===== src/rtl/sdc_pkg.sv =====
package sdc_pkg;

    typedef enum logic [1:0] {
        RATE_FAST = 2'b00,
        RATE_MID  = 2'b01,
        RATE_SLOW = 2'b10,
        RATE_ALT  = 2'b11
    } rate_e;

    typedef enum logic [1:0] {
        ST_EMPTY = 2'b00,
        ST_FULL  = 2'b01,
        ST_TRACK = 2'b10
    } state_e;

endpackage


===== src/rtl/sdc_shift_sel.sv =====
module sdc_shift_sel
    import sdc_pkg::*;
#(
    parameter int TEMP_W    = 3,
    parameter int SHIFT_W   = 4,
    parameter int FAST_BASE = 8,
    parameter int MID_BASE  = 9,
    parameter int SLOW_BASE = 11
) (
    input  logic [TEMP_W-1:0]  temp_i,
    input  logic [1:0]         rate_i,
    output logic [SHIFT_W-1:0] shift_o
);
    localparam logic [SHIFT_W-1:0] FAST_S = SHIFT_W'(FAST_BASE);
    localparam logic [SHIFT_W-1:0] MID_S  = SHIFT_W'(MID_BASE);
    localparam logic [SHIFT_W-1:0] SLOW_S = SHIFT_W'(SLOW_BASE);

    logic [SHIFT_W-1:0] base;
    logic [SHIFT_W-1:0] temp_ext;

    always_comb begin
        unique case (rate_e'(rate_i))
            RATE_FAST: base = FAST_S;
            RATE_MID:  base = MID_S;
            RATE_SLOW: base = SLOW_S;
            RATE_ALT:  base = MID_S;
            default:   base = MID_S;
        endcase
    end

    assign temp_ext = SHIFT_W'(temp_i);

    // A warmer bin than the base allows saturates at shift zero.
    assign shift_o = (temp_ext > base) ? '0 : base - temp_ext;

endmodule


===== src/rtl/sdc_decay_unit.sv =====
module sdc_decay_unit #(
    parameter int CAP_W   = 16,
    parameter int SHIFT_W = 4
) (
    input  logic [CAP_W-1:0]   cap_i,
    input  logic [SHIFT_W-1:0] shift_i,
    output logic [CAP_W-1:0]   cap_o
);
    logic [CAP_W-1:0] loss;

    assign loss  = cap_i >> shift_i;
    assign cap_o = (loss > cap_i) ? '0 : cap_i - loss;

endmodule


===== src/rtl/sdc_ctrl_fsm.sv =====
module sdc_ctrl_fsm
    import sdc_pkg::*;
#(
    parameter int CAP_W = 16
) (
    input  logic             clk,
    input  logic             rst_n,
    input  logic             done_i,
    input  logic             tick_i,
    input  logic [CAP_W-1:0] full_i,
    input  logic [CAP_W-1:0] decayed_i,
    output logic [CAP_W-1:0] cap_o,
    output logic             dq_o
);
    state_e state_q, state_d;
    logic [CAP_W-1:0] cap_q;

    // State register
    always_ff @(posedge clk or negedge rst_n) begin
        if (!rst_n) state_q <= ST_EMPTY;
        else        state_q <= state_d;
    end

    // Transitions: T_CHARGE, T_RELEASE, T_RECHARGE
    always_comb begin
        state_d = state_q;
        unique case (state_q)
            ST_EMPTY: if (done_i)  state_d = ST_FULL;
            ST_FULL:  if (!done_i) state_d = ST_TRACK;
            ST_TRACK: if (done_i)  state_d = ST_FULL;
            default:               state_d = ST_EMPTY;
        endcase
    end

    // Capacity register: charge-complete has priority over a tick
    always_ff @(posedge clk or negedge rst_n) begin
        if (!rst_n)      cap_q <= '0;
        else if (done_i) cap_q <= full_i;
        else if (tick_i) cap_q <= decayed_i;
    end

    // Outputs
    always_comb begin
        unique case (state_q)
            ST_EMPTY: dq_o = 1'b0;
            ST_FULL:  dq_o = 1'b1;
            ST_TRACK: dq_o = 1'b1;
            default:  dq_o = 1'b0;
        endcase
    end

    assign cap_o = cap_q;

endmodule


===== src/rtl/sdc_decrementer.sv =====
module sdc_decrementer #(
    parameter int CAP_W     = 16,
    parameter int TEMP_W    = 3,
    parameter int FAST_BASE = 8,
    parameter int MID_BASE  = 9,
    parameter int SLOW_BASE = 11
) (
    input  logic              clk,
    input  logic              rst_n,
    input  logic [TEMP_W-1:0] temp_bin_i,
    input  logic [1:0]        rate_sel_i,
    input  logic              day_tick_i,
    input  logic              done_i,
    input  logic [CAP_W-1:0]  full_cap_i,
    output logic [CAP_W-1:0]  cap_o,
    output logic              dq_o
);
    localparam int SHIFT_W = $clog2(SLOW_BASE + 1);

    logic [SHIFT_W-1:0] shift;
    logic [CAP_W-1:0]   decayed;

    sdc_shift_sel #(
        .TEMP_W(TEMP_W), .SHIFT_W(SHIFT_W),
        .FAST_BASE(FAST_BASE), .MID_BASE(MID_BASE), .SLOW_BASE(SLOW_BASE)
    ) i_shift (
        .temp_i(temp_bin_i), .rate_i(rate_sel_i), .shift_o(shift)
    );

    sdc_decay_unit #(.CAP_W(CAP_W), .SHIFT_W(SHIFT_W)) i_decay (
        .cap_i(cap_o), .shift_i(shift), .cap_o(decayed)
    );

    sdc_ctrl_fsm #(.CAP_W(CAP_W)) i_fsm (
        .clk(clk), .rst_n(rst_n), .done_i(done_i), .tick_i(day_tick_i),
        .full_i(full_cap_i), .decayed_i(decayed), .cap_o(cap_o), .dq_o(dq_o)
    );

endmodule


===== config.mk =====
export PLATFORM = sky130hd
export DESIGN_NAME = sdc_decrementer
export DESIGN_NICKNAME = d
export VERILOG_FILES = /design/src/rtl/sdc_pkg.sv /design/src/rtl/sdc_shift_sel.sv /design/src/rtl/sdc_decay_unit.sv /design/src/rtl/sdc_ctrl_fsm.sv /design/src/rtl/sdc_decrementer.sv
export SDC_FILE = /design/constraint.sdc
export NUM_CORES = 1
export LEC_CHECK = 0
export BUFFER_PORTS_ARGS = -buffer_cell sky130_fd_sc_hd__buf_4
export CAP_MARGIN = 30
export CORE_MARGIN = 2
export CORE_UTILIZATION = 45
export CTS_BUF_LIST = sky130_fd_sc_hd__clkbuf_16
export CTS_CLUSTER_DIAMETER = 150
export DETAILED_ROUTE_END_ITERATION = 6
export PLACE_DENSITY = 0.79
export SLEW_MARGIN = 20
export SYNTH_ARGS = -nofsm -noshare
export SYNTH_HDL_FRONTEND = slang
export SYNTH_SLANG_ARGS = --single-unit

===== constraint.sdc =====
create_clock -name clk -period 7.76 [get_ports clk]
set_clock_uncertainty 0.2 [all_clocks]
set_input_delay 1.94 -clock clk [delete_from_list [all_inputs] [get_ports clk]]
set_output_delay 1.94 -clock clk [all_outputs]
set_load 0.01 [all_outputs]

# Yosys cells after proc, flatten, opt, wreduce, memory -nomap -nowiden
# Index checks and enable logic that the tools add are counted.
[word_totals]
out_inout_bits = 17
wordCells = 30
ff_bits = 18
input_bits = 25
[classes]
eq_ne = 7
n_mux = 9
order_cmp = 2
reduce_logical = 7
shifts = 1
n_addsub = 2
[ops]
columns = ["cell", "count"]
rows = [
  ["$mux W16", 3],
  ["$gt A16 B16 Y1", 1],
  ["$shr A16 B4 Y16", 1],
  ["$sub A16 B16 Y16", 1],
  ["$pmux W4 S3", 1],
  ["$eq A2 B2 Y1 const B", 3],
  ["$reduce_or A2 Y1", 3],
  ["$eq A2 B1 Y1 const B", 2],
  ["$gt A3 B4 Y1", 1],
  ["$logic_not A2 Y1", 2],
  ["$mux W2", 2],
  ["$mux W4", 1],
  ["$pmux W2 S2", 1],
  ["$sub A4 B3 Y4", 1],
  ["$ne A2 B1 Y1 const B", 1],
  ["$ne A2 B2 Y1 const B", 1],
  ["$reduce_and A2 Y1", 1],
  ["$reduce_bool A2 Y1", 1],
  ["$mux W1", 1],
]

# Longest topological paths before layout
[logic_depth]
word_depth = 10
depth_mapped = 20
ltp_nobuf = 18

# Modules after synthesis
# Synthesis repeated with hierarchy kept, for this count alone.
[unflattened]
hier_cells = 306
area_unflattened_um2 = 2587.5
[by_module_without_submodules]
columns = ["mod", "seq_area_each_um2", "cells_per_inst", "area_per_inst_um2", "n_inst"]
rows = [
  ["sdc_decay_unit", 0.0, 208, 1565.3, 1],
  ["sdc_ctrl_fsm", 450.4, 86, 928.4, 1],
  ["sdc_shift_sel", 0.0, 12, 93.8, 1],
]

# Worst setup path before layout
# No wires, ideal clock.
[synth_timing]
kind = "in2reg"
from = "input rate_sel_i[1]"
to = "register i_fsm.cap_q[1], in the netlist i_fsm.cap_o[1]"
arrival_ps = 5829
slack_ps = 1604
required_time_ps = 7433
setup_ps = 127
path_buffers = 1
path_stages = 17
cell_sequence = "nor2_1 ha_1 inv_1 fa_1 buf_1 mux2i_1 mux2i_1 a21oi_1 ha_1 inv_1 fa_1 a211oi_1 o21bai_1 a211oi_2 o21a_4 a2111oi_4 a221o_2"
[synth_between]
elab_chain_cells = 10
word_cells_on_any_way = 15
cone_classes = "add/sub: 2; order compare: 2; eq/ne: 3; shift: 1; mux: 5; reduce/logical: 2"
[synth_lines]
columns = ["element", "line_no", "source"]
rows = [
  ["start, declared", "sdc_decrementer.sv:11", "input logic [1:0] rate_sel_i,"],
  ["$eq A2 B1 Y1 or $eq A2 B2 Y1 (tied branches)", "sdc_shift_sel.sv:22", "unique case (rate_e'(rate_i))"],
  ["$reduce_or A2 Y1 (no line)", "n/a", ""],
  ["$pmux W4 S3 *", "sdc_shift_sel.sv:22", ""],
  ["$sub A4 B3 Y4 or $gt A3 B4 Y1 (tied branches)", "sdc_shift_sel.sv:34", "assign shift_o = (temp_ext > base) ? '0 : base - temp_ext;"],
  ["$mux W4 *", "sdc_shift_sel.sv:34", ""],
  ["$shr A16 B4 Y16 *", "sdc_decay_unit.sv:11", "assign loss = cap_i >> shift_i;"],
  ["$sub A16 B16 Y16 or $gt A16 B16 Y1 (tied branches)", "sdc_decay_unit.sv:12", "assign cap_o = (loss > cap_i) ? '0 : cap_i - loss;"],
  ["$mux W16 *", "sdc_decay_unit.sv:12", ""],
  ["$mux W16 *", "sdc_ctrl_fsm.sv:39", "else if (tick_i) cap_q <= decayed_i;"],
  ["$mux W16 *", "sdc_ctrl_fsm.sv:38", "else if (done_i) cap_q <= full_i;"],
  ["end signal, assigned", "sdc_ctrl_fsm.sv:38", ""],
  ["end signal, assigned", "sdc_ctrl_fsm.sv:39", ""],
  ["end, declared", "sdc_ctrl_fsm.sv:16", "logic [CAP_W-1:0] cap_q;"],
]
# Every way passes the cells marked *; elsewhere a longest branch is shown, timed or not. The select of a mux whose other input is x is not followed.
# A chain may end at the register's enable or synchronous reset.

# Final worst setup path
[layout_timing]
from = "input rate_sel_i[1]"
to = "register i_fsm.cap_q[4], in the netlist i_fsm.cap_o[4]"
# The elaborated chain is that of the path after synthesis.

==> metrics.cfg <==
[critical_path]
cp_cell_sequence = buf_4 -> nor2_1 -> ha_1 -> inv_1 -> fa_1 -> mux4_2 -> and2_1 -> a211oi_1 -> a21oi_1 -> ha_1 -> inv_1 -> fa_1 -> a211oi_1 -> o21bai_1 -> a211oi_2 -> o21a_4 -> a2111oi_4 -> inv_2 -> o31ai_1
end_kind = flop
worstPathRequired_ns = 7.72
rr_worst_depth = 14
slowest_stage = fa_1
r2r_setup_slack_ns = 3.86
critPathMaxFanout = 13
rr_endpoint = i_fsm.cap_o[4]
path_class = in -> reg
crit_family = compound AO/OA/AOI/OAI gates
slowest_delay_ns = 0.84
crit-reg2reg-launch = i_fsm.cap_o[1]
cp_data_arrival_time_ns = 6.59
start_kind = input port
critPathBufInv = 4

[clock_tree]
numCtsBuffers = 3
worstSkewPairLatency_ns = 0.25
clk_path_buf_depth = 2
clkTransAtPathRegs_ns = 0.05
cts_tree = done
root_buffer = clkbuf_16
postCtsSetupBuffers = 0
cts_num_sinks = 18
cts_max_level = 1
postCtsHoldBufs = 0
post_cts_resized = 0

[power_and_ir_drop]
total_power_w = 0.0009870
leakage_nw = 1.236
seqPwrFrac_pct = 18.0
p_int_w = 0.0005000
combPwrFrac_pct = 71.4
switchingPower_w = 0.0004870
swShare_pct = 49.34
ir_drop_uv = 206.4
clockPowerShare_pct = 10.7
powerDensity_nw_per_um2 = 357.3

[floorplanning]
coreArea_um2 = 5042
rows = 26
die_w_um = 75.72
initial_core_util_pct = 45.91
die_area_um2 = 5734
io_pins = 42
die_h_um = 75.72

[yosys]
async_flop_share_pct = 100.0
ys_seq_area_share_pct = 19.46
yosysWarnings = 0
syn_inst = 279
syn_nets = 329
yosys.cell_types.count = 43
syn_area_um2 = 2315
yosysTopAreaCell = dfrtp_1
synth_edf_count = 0
synthTopCellsByArea = dfrtp_1 (19%), ha_1 (12%), a21oi_1 (8.2%)
synth_seq_cells = 18
ys.flop_type = dfrtp_1
avgSynthCellArea_um2 = 8.296
synth_top_area_share_pct = 19.46

[min_path]
holdPathStages = 2
hp-class = reg -> reg
min_from = i_fsm.state_q[1]
worstHoldEndpoint = i_fsm.state_q[1]

[global_route]
grt_max_degree = 37
grt_pass1_wl_um = 10250
first_global_vias = 2124
overflow = 0
antenna_found_initial = 0
grt_use_total_pct = 23.46

[detailed_routing]
vias = 2215
routed_wl_um = 6205
drt_iter0_markers = 109
drc = 0
drt-vias-per-instance = 5.753
firstDrtPassIters = 4
wl_per_cell_um = 16.12
ant_nets = 0

[layout]
fin_nets = 366
area_growth_pct = 19.35
final_area_um2 = 2763
diodes = 0
nFillCells = 483
drive_above_1_share_pct = 23.17

[timing]
rsz0062_at_grt = no
period_minus_slack_ns = 6.628
max_slew_margin_pct = 63.04
slew_violations = 0
fin_crit_sh_pct = 85.41
tightest_slew_ns = 0.5517
setup_ws_ns = 1.132
finalHoldViolations = 0
finalSetupTns_ns = 0
fin_hold_ws_ns = 0.3584
max_freq_ghz = 0.1509
setup_viol = 0

[place]
post-place-ws_ns = 0.9034
routabilityCongestion = 1.012
port_buffers = 41
dp_hpwl_um = 5027
placed_cell_area_um2 = 2684

[flow_run]
drv_cap = 0

[status]
status = finished clean

synth_stat cells, types with 2 or more instances:
cell and count:
a21oi_1 38, ha_1 23, nor2_1 23, nand2_1 21, mux2i_1 19, dfrtp_1 18, nor3b_1 14, o21ai_0 12
inv_1 11, o21ai_2 10, clkbuf_1 9, xnor2_1 8, a211oi_1 7, xor2_1 7, a31oi_1 4, nor2b_1 4
o21bai_1 4, a21o_1 3, a221o_2 3, and3_1 3, buf_1 3, mux2_2 3, nand3_1 3, nor3_1 3
o31ai_1 3, and2_1 2, fa_1 2, mux4_2 2, nand3b_1 2, o211ai_1 2
power groups by stage:
stage | clock, W | sequential (W) | combinational [W]
2_1_floorplan | 0 | 0.000166 | 0.000511
3_3_place_gp | 0 | 0.000174 | 0.000677
3_5_place_dp | 0 | 0.000176 | 0.000693
4_1_cts | 0.000105 | 0.000175 | 0.000699
5_1_grt | 0.000108 | 0.000181 | 0.000778
6_report | 0.000105 | 0.000177 | 0.000705
worst reg2reg max path, delay by kind of cell (launching register included):
kind / cells / cell delay [ns]
AOI/OAI and AO/OA: 8 / 1.75
muxes: 1 / 0.50
DFF: 1 / 0.47
adders and majority gates: 2 / 0.41
buffers and inverters: 2 / 0.31
and+or+nand+nor: 1 / 0.17
per-stage QoR:
| step | utilization, % | std cells |
|---|---|---|
| after floorplan | - | 279 |
| after global placement | 53.23 | 381 |
| after detailed placement | 53.23 | 381 |
| after CTS | 54.79 | 385 |
| after global routing | 54.79 | 385 |
| final | 54.79 | 385 |
cell usage in the layout (no fill, tap or decap), drive strengths merged, types with 3 or more instances in the layout:
cell / Yosys / routed
nor3b: 14 / 14
inv: 12 / 12
clkbuf: 9 / 3
o31ai: 3 / 3
mux2: 3 / 3
nor3: 3 / 3
xor2: 7 / 7
o21ai: 22 / 22
nand3: 3 / 3
a211oi: 8 / 8
a221o: 3 / 3
nor2: 23 / 23
mux2i: 19 / 19
o21bai: 4 / 4
a31oi: 4 / 4
dfrtp: 18 / 18
a21oi: 38 / 38
xnor2: 9 / 9
nor2b: 4 / 4
a21o: 3 / 3
nand2: 21 / 21
buf: 4 / 45
and3: 4 / 4
ha: 23 / 23
per-layer routing:
metal	routed length (um)	track usage [%]	vias to the layer above
met5	0	0	-
li1	-	-	1095
met4	74	4.678	0
met3	544	2.646	7
met1	2777	33.03	1021
met2	2808	39.03	92
state kept, by name, indices dropped and copies added, names as in the netlist:
register and cells:
i_fsm.cap_o 16, i_fsm.state_q 2
cells by family (layout without fill, tap and decap cells):
group,after synthesis,in the layout,share of synthesized area [%]
AOI/OAI and AO/OA,93,93,27.08
xor gates and xnor gates,16,16,6.379
adders and majority gates,25,25,14.16
buffers and inverters,25,61,4.378
DFF,18,18,19.46
muxes,24,24,11.62
and+or+nand+nor,78,78,16.92
how the worst max path moves through the flow:
stage | from | end | slack, ns | cells after the start
final | rate_sel_i[1] | i_fsm.cap_o[4] | 1.13 | 19
after global routing | rate_sel_i[1] | i_fsm.cap_o[4] | 0.78 | 19
after CTS | rate_sel_i[1] | i_fsm.cap_o[4] | 1.14 | 19
after detailed placement | rate_sel_i[1] | i_fsm.cap_o[4] | 0.90 | 19
after global placement | rate_sel_i[1] | i_fsm.cap_o[4] | 1.08 | 19
after floorplan | rate_sel_i[1] | i_fsm.cap_o[1] | 1.60 | 17
final cells by class:
cell class | count | area, um2 | share of cell area, %
multi-input combinational | 236 | 1763 | 63.81
timing repair buffer | 45 | 337.8 | 12.23
sequential | 18 | 450.4 | 16.30
inverter | 12 | 45.04 | 1.630
clock buffer | 3 | 75.07 | 2.717
tap | 70 | 87.58 | 3.170
clock inverter | 1 | 3.754 | 0.1359
(Power assumes the default switching activity.)
